--- src/rtl/cs_dma_pkg.sv ---
package cs_dma_pkg;

    localparam int REG_AW = 3;

    localparam logic [REG_AW-1:0] A_SRC  = 3'd0;
    localparam logic [REG_AW-1:0] A_DST  = 3'd1;
    localparam logic [REG_AW-1:0] A_RLD  = 3'd2;
    localparam logic [REG_AW-1:0] A_CTL  = 3'd3;
    localparam logic [REG_AW-1:0] A_SREQ = 3'd4;

    typedef struct packed {
        logic irq_sel;
        logic rep;
        logic fwd_dst;
        logic word;
        logic en;
    } ctrl_t;

    typedef enum logic [1:0] {
        ST_IDLE = 2'd0,
        ST_REQ  = 2'd1,
        ST_RD   = 2'd2,
        ST_WR   = 2'd3
    } state_t;

    function automatic logic [1:0] fwd_step(input logic word);
        return word ? 2'd2 : 2'd1;
    endfunction

endpackage

--- src/rtl/cs_dma_regs.sv ---
module cs_dma_regs
    import cs_dma_pkg::*;
#(
    parameter int AW = 20,
    parameter int CW = 16
) (
    input  logic              clk,
    input  logic              rst,
    input  logic              wr_en,
    input  logic [REG_AW-1:0] wr_addr,
    input  logic [AW-1:0]     wr_data,
    input  logic              xfer_done,
    output ctrl_t             ctrl,
    output logic [AW-1:0]     rd_ptr,
    output logic [AW-1:0]     wr_ptr
);
    localparam int CTL_W = $bits(ctrl_t);

    logic [AW-1:0] src_base, dst_base, fwd;
    logic [CW-1:0] reload, cnt;
    ctrl_t         ctl_new;
    logic [AW-1:0] step_ext;

    assign ctl_new  = ctrl_t'(wr_data[CTL_W-1:0]);
    assign step_ext = {{(AW-2){1'b0}}, fwd_step(ctrl.word)};

    always_ff @(posedge clk) begin
        if (rst) begin
            src_base <= '0;
            dst_base <= '0;
            fwd      <= '0;
            reload   <= '0;
            cnt      <= '0;
            ctrl     <= '0;
        end else begin
            if (xfer_done) begin
                if (cnt == CW'(1)) begin
                    if (ctrl.rep) begin
                        cnt <= reload;
                        fwd <= ctrl.fwd_dst ? dst_base : src_base;
                    end else begin
                        cnt     <= '0;
                        fwd     <= fwd + step_ext;
                        ctrl.en <= 1'b0;
                    end
                end else begin
                    cnt <= cnt - CW'(1);
                    fwd <= fwd + step_ext;
                end
            end
            if (wr_en) begin
                case (wr_addr)
                    A_SRC: src_base <= wr_data;
                    A_DST: dst_base <= wr_data;
                    A_RLD: reload   <= wr_data[CW-1:0];
                    A_CTL: begin
                        ctrl <= ctl_new;
                        if (ctl_new.en) begin
                            cnt <= reload;
                            fwd <= ctl_new.fwd_dst ? dst_base : src_base;
                        end
                    end
                    default: ;
                endcase
            end
        end
    end

    assign rd_ptr = ctrl.fwd_dst ? src_base : fwd;
    assign wr_ptr = ctrl.fwd_dst ? fwd : dst_base;

endmodule

--- src/rtl/cs_dma_req.sv ---
module cs_dma_req
    import cs_dma_pkg::*;
#(
    parameter int AW = 20
) (
    input  logic              clk,
    input  logic              rst,
    input  logic              wr_en,
    input  logic [REG_AW-1:0] wr_addr,
    input  logic [AW-1:0]     wr_data,
    input  logic              irq_in,
    input  ctrl_t             ctrl,
    input  logic              take,
    output logic              pend
);
    logic irq_q;
    logic soft_hit, irq_edge, new_req;

    assign soft_hit = wr_en && (wr_addr == A_SREQ) && wr_data[0];
    assign irq_edge = irq_in && !irq_q && ctrl.irq_sel;
    assign new_req  = (soft_hit || irq_edge) && ctrl.en;

    always_ff @(posedge clk) begin
        if (rst) begin
            irq_q <= 1'b0;
            pend  <= 1'b0;
        end else begin
            irq_q <= irq_in;
            if (!ctrl.en) pend <= 1'b0;
            else          pend <= (pend && !take) || new_req;
        end
    end

endmodule

--- src/rtl/cs_dma_seq.sv ---
module cs_dma_seq
    import cs_dma_pkg::*;
(
    input  logic clk,
    input  logic rst,
    input  logic pend,
    input  logic en,
    input  logic gnt,
    output logic take,
    output logic breq,
    output logic rd,
    output logic wr
);
    state_t st;

    assign take = (st == ST_REQ) && gnt;
    assign breq = (st != ST_IDLE);
    assign rd   = (st == ST_RD);
    assign wr   = (st == ST_WR);

    always_ff @(posedge clk) begin
        if (rst) begin
            st <= ST_IDLE;
        end else begin
            unique case (st)
                ST_IDLE: if (pend && en) st <= ST_REQ;
                ST_REQ:  if (gnt)        st <= ST_RD;
                ST_RD:                   st <= ST_WR;
                ST_WR:                   st <= ST_IDLE;
                default:                 st <= ST_IDLE;
            endcase
        end
    end

endmodule

--- src/rtl/cs_dma.sv ---
module cs_dma
    import cs_dma_pkg::*;
#(
    parameter int AW = 20,
    parameter int CW = 16,
    parameter int DW = 16
) (
    input  logic              clk,
    input  logic              rst,
    input  logic              reg_wr_en,
    input  logic [REG_AW-1:0] reg_addr,
    input  logic [AW-1:0]     reg_wdata,
    input  logic              irq_in,
    output logic              bus_req,
    input  logic              bus_gnt,
    output logic [AW-1:0]     mem_addr,
    output logic              mem_rd,
    output logic              mem_wr,
    output logic              mem_word,
    input  logic [DW-1:0]     mem_rdata,
    output logic [DW-1:0]     mem_wdata,
    output logic              chan_on
);
    ctrl_t         ctrl;
    logic [AW-1:0] rd_ptr, wr_ptr;
    logic          pend, take;

    cs_dma_regs #(.AW(AW), .CW(CW)) u_regs (
        .clk(clk), .rst(rst),
        .wr_en(reg_wr_en), .wr_addr(reg_addr), .wr_data(reg_wdata),
        .xfer_done(mem_wr),
        .ctrl(ctrl), .rd_ptr(rd_ptr), .wr_ptr(wr_ptr)
    );

    cs_dma_req #(.AW(AW)) u_req (
        .clk(clk), .rst(rst),
        .wr_en(reg_wr_en), .wr_addr(reg_addr), .wr_data(reg_wdata),
        .irq_in(irq_in), .ctrl(ctrl), .take(take), .pend(pend)
    );

    cs_dma_seq u_seq (
        .clk(clk), .rst(rst), .pend(pend), .en(ctrl.en), .gnt(bus_gnt),
        .take(take), .breq(bus_req), .rd(mem_rd), .wr(mem_wr)
    );

    assign mem_addr  = mem_wr ? wr_ptr : rd_ptr;
    assign mem_wdata = mem_rdata;
    assign mem_word  = ctrl.word;
    assign chan_on   = ctrl.en;

endmodule

--- config.mk ---
export PLATFORM = sky130hd
export DESIGN_NAME = cs_dma
export DESIGN_NICKNAME = d
export VERILOG_FILES = /design/src/rtl/cs_dma_pkg.sv /design/src/rtl/cs_dma_regs.sv /design/src/rtl/cs_dma_req.sv /design/src/rtl/cs_dma_seq.sv /design/src/rtl/cs_dma.sv
export SDC_FILE = /design/constraint.sdc
export NUM_CORES = 1
export LEC_CHECK = 0
export BUFFER_PORTS_ARGS = -buffer_cell sky130_fd_sc_hd__buf_2
export CAP_MARGIN = 10
export CORE_MARGIN = 2
export CORE_UTILIZATION = 60
export DETAILED_ROUTE_END_ITERATION = 6
export PLACE_DENSITY = 0.91
export RECOVER_POWER = 50
export SETUP_SLACK_MARGIN = 0.1
export SLEW_MARGIN = 20
export SYNTH_ARGS = -nofsm -noshare
export SYNTH_HDL_FRONTEND = slang
export SYNTH_SLANG_ARGS = --single-unit
export TNS_END_PERCENT = 100
--- constraint.sdc ---
create_clock -name clk -period 3.55 [get_ports clk]
set_input_delay 0.355 -clock clk [delete_from_list [all_inputs] [get_ports clk]]
set_output_delay 0.355 -clock clk [all_outputs]
set_load 0.05 [all_outputs]
Yosys cells after proc, flatten, opt, wreduce, memory -nomap -nowiden. Index checks and enable logic that the tools add are counted.

Register bits after elaboration: 101. Input port bits: 44. Output and inout bits: 41. Word-level logic and storage cells: 73.

$add $sub $neg: 2. Equal/unequal tests: 10. Muxes and demuxes: 26. Bitwise operators: 1. Reduce and logical (&&, ||, !) cells: 21.

Operators by type and width (number): $mux W20 (11); $mux W16 (6); $add A20 B2 Y20 (1); $eq A16 B1 Y1 const B (1); $sub A16 B1 Y16 const B (1); $reduce_and A2 Y1 (5); $logic_and A1 B1 Y1 (8); $pmux W2 S4 (1); $eq A3 B2 Y1 const B (2); $mux W2 (3); $mux W1 (5); $eq A2 B2 Y1 const B (2); $eq A3 B1 Y1 const B (1); $eq A3 B3 Y1 const B (1); $logic_not A3 Y1 (1); $eq A2 B1 Y1 const B (1); $logic_not A1 Y1 (2); $logic_not A2 Y1 (1); $logic_or A1 B1 Y1 (2); $ne A2 B1 Y1 const B (1); $ne A2 B2 Y1 const B (1); $reduce_bool A2 Y1 (1); $reduce_or A2 Y1 (1); $not A1 Y1 (1).

Depth between registers and ports, before layout.
Word-level depth: 8. Gate-level depth with buffers: 9. Depth with buffers taken out: 9.

By module. From an unflattened synthesis, not the netlist that was laid out.

Cell total of the unflattened synthesis: 758. Area, all modules: 6187.2 um2.

Modules (own cells, without submodules): cs_dma_regs (times used 1, cells an instance 690, area an instance 5471.5 um2, seq. area each 1941.9 um2); cs_dma (times used 1, cells an instance 38, area an instance 442.9 um2, seq. area each 0.0 um2); cs_dma_seq (times used 1, cells an instance 21, area an instance 190.2 um2, seq. area each 40.0 um2); cs_dma_req (times used 1, cells an instance 9, area an instance 82.6 um2, seq. area each 40.0 um2).

Worst setup path before layout. OpenSTA, ideal clock, no wires.

Path kind: reg2out. Start point: register u_seq.st[0]. End point: output mem_addr[12]. Arrival time: 3.033 ns. Data required time: 3.195 ns. Path slack: 0.162 ns. Stages on the path, launching flop included: 7. Buffers on the path: 3. Path through: dfxtp_1 ha_1 clkbuf_8 clkbuf_1 clkbuf_1 mux2i_1 o21ai_0.

Cells in the longest elaborated chain, start to end: 2.

Ends and longest elaborated chain: from (decl) (RTL line cs_dma_seq.sv:14) `state_t st;`; from (signal assigned) (RTL line cs_dma_seq.sv:23) `st <= ST_IDLE;`; from (signal assigned) (RTL line cs_dma_seq.sv:26) `ST_IDLE: if (pend && en) st <= ST_REQ;`; from (signal assigned) (RTL line cs_dma_seq.sv:27) `ST_REQ: if (gnt) st <= ST_RD;`; $eq A2 B2 Y1 (RTL line cs_dma_seq.sv:19) `assign wr = (st == ST_WR);`; named net mem_wr (RTL line cs_dma.sv:18) `output logic mem_wr,`; $mux W20 (RTL line cs_dma.sv:46) `assign mem_addr = mem_wr ? wr_ptr : rd_ptr;`; to (decl) (RTL line cs_dma.sv:16) `output logic [AW-1:0] mem_addr,`.

The timed path passes the listed nets, and every way through them passes these cells.

==> flow_summary.yaml <==
cells_and_area:
  design_area_um2: 6440
  drive_above_1_share_pct: 14.2
  finalNonFillerCells: 894
  antenna-diode-count: 0
  nets: 810
  final_cell_mix: "nand2_1, dfxtp_1, a21oi_1"
  layout_commonest_cell: "nand2_1"
  synthToLayoutAreaGrowth_pct: 4.74
min_path:
  worstHoldPathCells: 2
  min_to: "u_req.irq_q$_SDFF_PP0_"
  min_from: "irq_in"
  hold_path_class: "in2reg"
pwr:
  total_power_w: 0.00228
  ir_drop_mv: 0.337
  p_leak_nw: 2.30
  powerDensity_nw_per_um2: 354
yosys:
  synthCells: 756
  yosys-top-cells-area: "dfxtp_1, mux2i_1, nand2_1, a21oi_1, a211oi_1"
  post-synth-top-area-fraction_pct: 32.9
  synth_area_leader_cell: "dfxtp_1"
  yosys-mux-area-fraction_pct: 12.0
  synth_fa_ha_area_share_pct: 2.16
  synth_cell_types: 79
  synth-xor-area-share_pct: 1.57
  syn_area_um2: 6150
  yosys_most_used_dff: "dfxtp_1"
  synth-simple-area-share_pct: 24.0
  synthArstFlopShare_pct: 0
  synth_edf_count: 0
  ys_seq_area_share_pct: 32.9
  synth-compound-area-share_pct: 20.0
  syn_nets: 810
  synth_seq_cells: 101
  avgSynthCellArea_um2: 8.13
  synth_top_family_by_area: "simple AND/OR/NAND/NOR gates"
  yosys_warnings: 0
place:
  port_buffers: 52
  place_congestion: 1.06
  hpwl_um: 12100
  placed_area_um2: 6240
  placed_cells: 878
detailed_routing:
  drtIter0Drc: 818
  routed_via_density: 6.49
  ant_nets: 0
  avgRoutedWirePerCell_um: 19.1
  drtPass1Iterations: 6
  drcViolationCount: 0
  wirelength_um: 17100
  via_count: 5803
run:
  max_cap_violations: 1
timing:
  slew_viol_final: 35
  hold_ws_ns: 0.211
  setup_tns_ns: 0
  finalSetupViolations: 0
  max_freq_mhz: 333
  clock_skew_ns: 0.0128
  finalCriticalPeriod_ns: 3.00
  finalCritPeriodShare_pct: 84.6
  rsz0062_at_grt: "no"
  slew_headroom_pct: -0.103
  tightest_slew_ns: 1.50
  finalHoldViolations: 0
status:
  violations: "max-capacitance violations, max-slew violations"
  status: "complete, but fails checks"
critical_path:
  critPathMostFrequentCell: "inv_1"
  arrival_ns: 2.65
  path_max_fanout: 5
  path_class: "reg2out"
  ff2ff_path_depth: 9
  regToRegSetupSlack_ns: 1.05
  cp-start-kind: "flip-flop"
  rr_startpoint: "u_regs.ctrl[1]$_SDFFE_PP0P_"
  cpPeakStageDelay_ns: 0.42
  endpoint_kind: "output port"
  crit_slowest_cell: "fa_1"
  worst_r2r_endpoint: "u_regs.fwd[18]$_SDFF_PP0_"
  path_cells: "inv_1 -> ha_1 -> inv_1 -> fa_1 -> and3b_1 -> a41oi_1 -> nor2_1 -> a211oi_1 -> a21oi_1 -> buf_2"
  cp.required_ns: 3.19
grt:
  grt_usage_pct: 30.9
  grt_pass1_vias: 5471
  grt_max_degree: 49
  antenna_found_initial: 0
  grt_pass1_wl_um: 27500
  grt_overflow: 0
clocking:
  cts_root_buf: "clkbuf_8"
  post_cts_buffers: 0
  cts_sinks: 101
  cts_buffers: 9
  cts_hold_buf: 0
  cts.clk_slew.worst_paths_ns: 0.11
  clock_latency_ns: 0.38
  cts_tree: "yes"
  clock_path_buffers: 2
  cts_max_level: 3
  post_cts_resized: 0
floorplanning:
  die_w_um: 105
  initial_core_util_pct: 62.3
  core-area_um2: 9860
  die_area_um2: 11100
  num_io_pins: 85
  die_h_um: 105
  row_count: 36
-- critical path: cells and delay by family (launching register included) --
kind | cells | cell delay (ns)
AOI/OAI and AO/OA | 3 | 0.39
adders and majority gates | 2 | 0.59
buffers and inverters | 3 | 0.44
DFF | 1 | 0.35
and+or+nand+nor | 2 | 0.49
-- synthesized netlist by cell type, types with 3 or more instances --
master and number:
o31ai_1 3, buf_4 16, ha_1 9, xor2_1 6, a221oi_1 3, nor4_4 3, o21ai_1 3, nand4_1 8
o311ai_0 7, nor4_1 5, a211oi_1 22, clkbuf_1 39, mux2_2 12, nor3_1 11, and2_1 4, and4_1 7
nor2_1 27, nand3_1 10, o21ai_0 14, xnor2_1 5, buf_6 3, a2111oi_0 3, clkbuf_8 4, o2bb2ai_1 8
a22o_1 3, mux2i_1 60, buf_1 4, a21oi_1 89, inv_1 15, nand2_1 156, dfxtp_1 101, a31oi_1 7
and3_1 10, a41o_1 3, nor2b_1 20
-- area by class of cell --
type / instances / area [um^2]
flip-flops and latches: 101 / 2020
multi-input cells: 571 / 3690
clock inverters: 7 / 82.6
repair buffers: 58 / 298
well taps: 133 / 166
inverters: 15 / 56.3
clock buffers: 9 / 124
fillers: 808 / 3430
-- per-stage QoR --
step	util [%]	setup slack [ns]
final	65.3	0.547
after detailed placement	63.2	0.987
after CTS	65.3	0.560
after floorplan	-	0.162
after global routing	65.3	0.367
after global placement	63.2	1.03
-- worst max path at each step --
| stage | start | endpoint | slack, ns | depth (start not counted) |
|---|---|---|---|---|
| floorplan | u_seq.st[0]$_SDFFE_PP0P_ | mem_addr[12] | 0.16 | 6 |
| global placement | u_regs.ctrl[1]$_SDFFE_PP0P_ | mem_addr[6] | 1.03 | 10 |
| detailed placement | u_regs.ctrl[1]$_SDFFE_PP0P_ | mem_addr[6] | 0.99 | 10 |
| CTS | u_regs.ctrl[1]$_SDFFE_PP0P_ | mem_addr[6] | 0.56 | 10 |
| global route | u_regs.ctrl[1]$_SDFFE_PP0P_ | mem_addr[6] | 0.37 | 10 |
| finish | u_regs.ctrl[1]$_SDFFE_PP0P_ | mem_addr[6] | 0.55 | 10 |
-- metal layers --
| metal | share of wire, % | up-vias | GRT usage, % |
|---|---|---|---|
| met5 | 0 | - | 0 |
| met4 | 2.2 | 0 | 12.0 |
| met3 | 11 | 48 | 9.09 |
| met2 | 46 | 297 | 47.8 |
| met1 | 41 | 2752 | 40.6 |
| li1 | - | 2706 | - |
-- cells by family after synthesis --
family	Yosys count
and+or+nand+nor	288
AOI/OAI and AO/OA	190
DFF	101
buffers and inverters	84
muxes	72
xor gates and xnor gates	11
adders and majority gates	10
-- power by group --
part	switching [W]	leakage, nW	total [W]	internal (W)
combinational	0.000208	1.38	0.000309	0.000101
sequential	0.0000371	0.817	0.00120	0.00116
clock	0.000439	0.0980	0.000775	0.000336
-- registers in the layout (all words and copies together), names as in the netlist --
signal           count
u_regs.src_base     20
u_regs.dst_base     20
u_regs.cnt          16
u_regs.ctrl          5
u_seq.st             2
u_req.pend           1
u_regs.fwd          20
u_req.irq_q          1
u_regs.reload       16
Power figures use the tool's default switching activity.
